`src/rtl/vly_pkg.sv`:
```
package vly_pkg;
  localparam int unsigned NUM_STEPS = 4;

  function automatic int unsigned pct_code(input int unsigned full, input int unsigned pct);
    return (full * pct) / 100;
  endfunction

  function automatic int unsigned fall_pct(input int unsigned k);
    case (k)
      0: return 80;
      1: return 65;
      2: return 50;
      default: return 35;
    endcase
  endfunction

  function automatic int unsigned rise_pct(input int unsigned k);
    case (k)
      0: return 90;
      1: return 75;
      2: return 60;
      default: return 45;
    endcase
  endfunction

  localparam int unsigned FOLD_ON_PCT  = 25;
  localparam int unsigned FOLD_OFF_PCT = 35;
endpackage

```
`src/rtl/vly_band_sel.sv`:
```
module vly_band_sel
  import vly_pkg::*;
#(
  parameter int REF_W = 10,
  parameter int VLY_W = 3
) (
  input  logic             clk,
  input  logic             rst_n,
  input  logic [REF_W-1:0] ref_code,
  input  logic             line_high,
  output logic [VLY_W-1:0] valley_num,
  output logic             foldback,
  output logic [2:0]       band_idx
);
  localparam int unsigned FULL = (1 << REF_W) - 1;

  logic [REF_W-1:0] fall_thr [NUM_STEPS];
  logic [REF_W-1:0] rise_thr [NUM_STEPS];
  localparam logic [REF_W-1:0] FOLD_ON  = REF_W'(pct_code(FULL, FOLD_ON_PCT));
  localparam logic [REF_W-1:0] FOLD_OFF = REF_W'(pct_code(FULL, FOLD_OFF_PCT));

  for (genvar k = 0; k < NUM_STEPS; k++) begin : g_thr
    assign fall_thr[k] = REF_W'(pct_code(FULL, fall_pct(k)));
    assign rise_thr[k] = REF_W'(pct_code(FULL, rise_pct(k)));
  end

  logic [2:0] band_q, band_d;
  logic       line_q;
  logic       fold_q, fold_d;
  logic [1:0] idx_cur, idx_below;

  assign idx_cur   = band_q[1:0];
  assign idx_below = 2'(band_q - 3'd1);

  always_comb begin
    band_d = band_q;
    if (band_q < 3'(NUM_STEPS) && ref_code < fall_thr[idx_cur])
      band_d = band_q + 3'd1;
    else if (band_q != 3'd0 && ref_code > rise_thr[idx_below])
      band_d = band_q - 3'd1;
  end

  always_comb begin
    fold_d = fold_q;
    if (ref_code < FOLD_ON)
      fold_d = 1'b1;
    else if (ref_code > FOLD_OFF)
      fold_d = 1'b0;
  end

  always_ff @(posedge clk or negedge rst_n) begin
    if (!rst_n) begin
      band_q <= '0;
      line_q <= 1'b0;
      fold_q <= 1'b0;
    end else begin
      band_q <= band_d;
      line_q <= line_high;
      fold_q <= fold_d;
    end
  end

  assign band_idx   = band_q;
  assign foldback   = fold_q;
  assign valley_num = VLY_W'(band_q) + VLY_W'(1) + VLY_W'(line_q);
endmodule

```
`src/rtl/vly_hunt.sv`:
```
module vly_hunt #(
  parameter int VLY_W   = 3,
  parameter int TMO_CYC = 1625,
  parameter int DEAD_W  = 12
) (
  input  logic              clk,
  input  logic              rst_n,
  input  logic              demag_end,
  input  logic              zcd_fall,
  input  logic [VLY_W-1:0]  target,
  input  logic              fold_mode,
  input  logic [DEAD_W-1:0] dead_cycles,
  output logic              turn_on,
  output logic              synth_valley,
  output logic              hunting,
  output logic              valley_evt,
  output logic              tmo_hit
);
  localparam int TMR_W = $clog2(TMO_CYC + 1);

  logic [TMR_W-1:0]  tmr_q;
  logic [DEAD_W-1:0] dead_q;
  logic [VLY_W-1:0]  cnt_q, tgt_q, cnt_inc;
  logic              hunt_q;

  assign tmo_hit    = (tmr_q == TMR_W'(TMO_CYC - 1));
  assign valley_evt = hunt_q && (dead_q == '0) && (zcd_fall || tmo_hit);
  assign cnt_inc    = cnt_q + VLY_W'(1);
  assign hunting    = hunt_q;

  always_ff @(posedge clk or negedge rst_n) begin
    if (!rst_n) begin
      hunt_q       <= 1'b0;
      tmr_q        <= '0;
      dead_q       <= '0;
      cnt_q        <= '0;
      tgt_q        <= '0;
      turn_on      <= 1'b0;
      synth_valley <= 1'b0;
    end else begin
      turn_on      <= 1'b0;
      synth_valley <= 1'b0;
      if (demag_end) begin
        hunt_q <= 1'b1;
        tmr_q  <= '0;
        cnt_q  <= '0;
        tgt_q  <= target;
        dead_q <= fold_mode ? dead_cycles : '0;
      end else if (hunt_q) begin
        if (dead_q != '0) begin
          dead_q <= dead_q - DEAD_W'(1);
        end else if (valley_evt) begin
          tmr_q        <= '0;
          cnt_q        <= cnt_inc;
          synth_valley <= !zcd_fall;
          if (cnt_inc == tgt_q) begin
            turn_on <= 1'b1;
            hunt_q  <= 1'b0;
          end
        end else begin
          tmr_q <= tmr_q + TMR_W'(1);
        end
      end
    end
  end
endmodule

```
`src/rtl/vly_lockout_top.sv`:
```
module vly_lockout_top #(
  parameter int REF_W   = 10,
  parameter int VLY_W   = 3,
  parameter int TMO_CYC = 1625,
  parameter int DEAD_W  = 12
) (
  input  logic              clk,
  input  logic              rst_n,
  input  logic [REF_W-1:0]  ref_code,
  input  logic              line_high,
  input  logic              zcd_fall,
  input  logic              demag_end,
  input  logic [DEAD_W-1:0] dead_cycles,
  output logic [VLY_W-1:0]  valley_num,
  output logic              foldback,
  output logic              turn_on,
  output logic              synth_valley
);
  logic [2:0] band_idx;
  logic       hunting, valley_evt, tmo_hit;

  vly_band_sel #(.REF_W(REF_W), .VLY_W(VLY_W)) u_band (
    .clk        (clk),
    .rst_n      (rst_n),
    .ref_code   (ref_code),
    .line_high  (line_high),
    .valley_num (valley_num),
    .foldback   (foldback),
    .band_idx   (band_idx)
  );

  vly_hunt #(.VLY_W(VLY_W), .TMO_CYC(TMO_CYC), .DEAD_W(DEAD_W)) u_hunt (
    .clk          (clk),
    .rst_n        (rst_n),
    .demag_end    (demag_end),
    .zcd_fall     (zcd_fall),
    .target       (valley_num),
    .fold_mode    (foldback),
    .dead_cycles  (dead_cycles),
    .turn_on      (turn_on),
    .synth_valley (synth_valley),
    .hunting      (hunting),
    .valley_evt   (valley_evt),
    .tmo_hit      (tmo_hit)
  );
endmodule

```
`config.mk`:
```
export PLATFORM = sky130hd
export DESIGN_NAME = vly_lockout_top
export DESIGN_NICKNAME = d
export VERILOG_FILES = /design/src/rtl/vly_pkg.sv /design/src/rtl/vly_band_sel.sv /design/src/rtl/vly_hunt.sv /design/src/rtl/vly_lockout_top.sv
export SDC_FILE = /design/constraint.sdc
export NUM_CORES = 1
export LEC_CHECK = 0
export BUFFER_PORTS_ARGS = -buffer_cell sky130_fd_sc_hd__buf_2
export CAP_MARGIN = 10
export CORE_AREA = 2 2 76 78
export DETAILED_ROUTE_END_ITERATION = 16
export DIE_AREA = 0 0 78 80
export PLACE_DENSITY_LB_ADDON = 0.05
export SLEW_MARGIN = 40
export SYNTH_ARGS = -nofsm -noshare
export SYNTH_HDL_FRONTEND = slang
export SYNTH_HIERARCHICAL = 1
export SYNTH_SLANG_ARGS = --single-unit
```
`constraint.sdc`:
```
create_clock -name clk -period 2.55 [get_ports clk]
set_clock_uncertainty 0.05 [all_clocks]
set_input_delay 0.1275 -clock clk [delete_from_list [all_inputs] [get_ports clk]]
set_output_delay 0.1275 -clock clk [all_outputs]
set_load 0.1 [all_outputs]
```
==> metrics.txt <==
via-per-instance ratio 5.91; clock-pin slew on the worst setup and hold paths 0.09 ns; Gate power share between 60% and 70%; status finished, final reports clean; Pleak about 1.5 nW; CTS tree yes; Worst-Margin Slew between 0.5 and 0.6 ns; IO Pins 33; Clock power frac between 15 and 20%; Max clock buf depth 2; H-tree depth reported by CTS 2; post-route DRC violation count 0; area delta synth->final 20.9%; worst-path fanout max 5; I/O Buffers 32; Num CTS Buffers 5; Slew Limit Headroom a little over 60%; vias in the first global route 2502; Sw Pwr 1.95 mW; Tcrit/Tclk final a little over nine tenths; Worst Reg-to-Reg Cells 6; Hold Fails Final Rpt 0; PwrDens between 1000 and 1500 nW/um^2; commonest cells after routing, fill and taps aside 36 x dfrtp_1, 31 x buf_2, 29 x nand2_1, 26 x ha_1, 23 x nand3_1; Peak VDD IR roughly 1.2 mV; area of the multi-input gates approximately 1800 sq um; hold depth 2; most common cell after layout, fill and taps aside dfrtp_1; RSZ-0062 raised after global routing no; Rows 27; initial antenna violation count 0; Placed Area approximately 3200 sq um; gr usage total a little under a quarter; Final Worst Setup Slack about 0.10 ns; initial core utilization a little over half; first-pass GRT wire length between 10 and 15 mm; Synth Net Count approximately 370; Root Driver clkbuf_8; number of diodes 0; Internal 2.17 mW; mean post-synth cell area 8.88 sq um; sequential share of power around a fifth; clk sinks 37; Register Area about 930 sq um; Total Neg Setup Slack 0 ns; Hold Path Class input pin to register; Netlist Area Pre-Place roughly 2800 sq um; HPWL after DPL around 5.1 mm; switch share between 40% and 50%; Fillers 476; max cap viols 0; CP endpoint kind register; setup-violating endpoint count in the final report 0; largest net degree at the start of global routing 38; Pre-antenna DRT Iters 4; Worst-Skew Late Latency approximately 0.3 ns; Fmax just over 400 MHz; Setup CP Type register to register; Setup WS pre-CTS 0.0378 ns; WP data required between 2 and 3 ns; Max Transition Viols Final 0; ANT nets after route 0; final wirelength about 7 mm; Cells after Synth about 320; Die W 78 um; CP arrival between 2 and 3 ns; crit path launch type register; Routability Congestion approximately 0.98; full die area between 6000 and 7000 sq um; YS warnings 6; total core area between 5000 and 6000 sq um; Final Util ~63%; Layout Cell Area excl Fill about 3400 sq um; Period minus WS final 2.45 ns; Die Span Y ~80 um; Power Total slightly above 4 mW; initial drt markers 116; Net count, final 419; via count between 2000 and 3000; grt total ovfl 0; layout cells sized above 1 23.3%; wire per inst ~16 um
per-layer routing:
layer | wire [um] | share of wire, % | global-route usage, %
met2 | 3600 | 51 | 42.4
met1 | 3130 | 44 | 30.0
met5 | 0 | 0 | 0
met4 | 71 | 1.0 | 7.37
met3 | 247 | 3.5 | 3.39
path summary, 6_finish.rpt:
| kind | startpoint | end | slack, ns |
|---|---|---|---|
| max in group asynchronous | rst_n | u_band/band_idx[0] | 1.81 |
| worst min-delay path | ref_code[9] | u_band/foldback | 0.02 |
| min in group asynchronous | rst_n | u_hunt/dead_q[6] | 0.27 |
| worst max-delay path | u_hunt/dead_q[0] | u_hunt/cnt_q[2] | 0.10 |
| worst min register to register | u_hunt/tgt_q[2] | u_hunt/tgt_q[2] | 0.48 |
| worst max register to register | u_hunt/dead_q[0] | u_hunt/cnt_q[2] | 0.10 |
final cells by class:
type	instances	area share [%]
repair buffers	56	10.4
well taps	72	2.65
multi-input cells	245	53.6
clock buffers	5	2.02
clock inverters	3	2.02
flip-flops and latches	37	27.3
inverters	19	2.10
worst max-delay path, cell delays in order, from the launching register on:
cell,delay [ns]
dfrtp_1,0.39
inv_1,0.12
ha_1,0.14
or4b_1,0.44
or4_1,0.59
or4_1,0.49
a21oi_1,0.16
registers in the layout, summed over array words and instances (netlist names):
| register | count |
|---|---|
| u_band/band_idx | 3 |
| u_band/foldback | 1 |
| u_band/line_q | 1 |
| u_hunt/cnt_q | 3 |
| u_hunt/dead_q | 12 |
| u_hunt/hunting | 1 |
| u_hunt/synth_valley | 1 |
| u_hunt/tgt_q | 3 |
| u_hunt/tmr_q | 11 |
| u_hunt/turn_on | 1 |
repair_timing:
item                       CTS  global route
setup endpoints to repair    0             4
hold buffers                 4             0
resized for setup            0            11
setup buffers                0             1
hold endpoints to repair    40             0
metrics by stage:
step	instances	hold WS [ns]
2_1_floorplan	317	-0.218
3_3_place_gp	424	0.188
3_5_place_dp	424	0.0765
4_1_cts	436	0.0108
5_1_grt	437	0.0110
6_report	437	0.0179
power by group through the flow:
| stage | clock, mW | combinational [mW] | sequential, mW |
|---|---|---|---|
| 6_report | 0.632 | 2.62 | 0.872 |
| 5_1_grt | 0.668 | 2.85 | 0.898 |
| 4_1_cts | 0.638 | 2.41 | 0.871 |
| 3_5_place_dp | 0 | 2.39 | 0.881 |
| 3_3_place_gp | 0 | 2.35 | 0.876 |
| 2_1_floorplan | 0 | 1.82 | 0.884 |
Power figures use the tool's default switching activity.
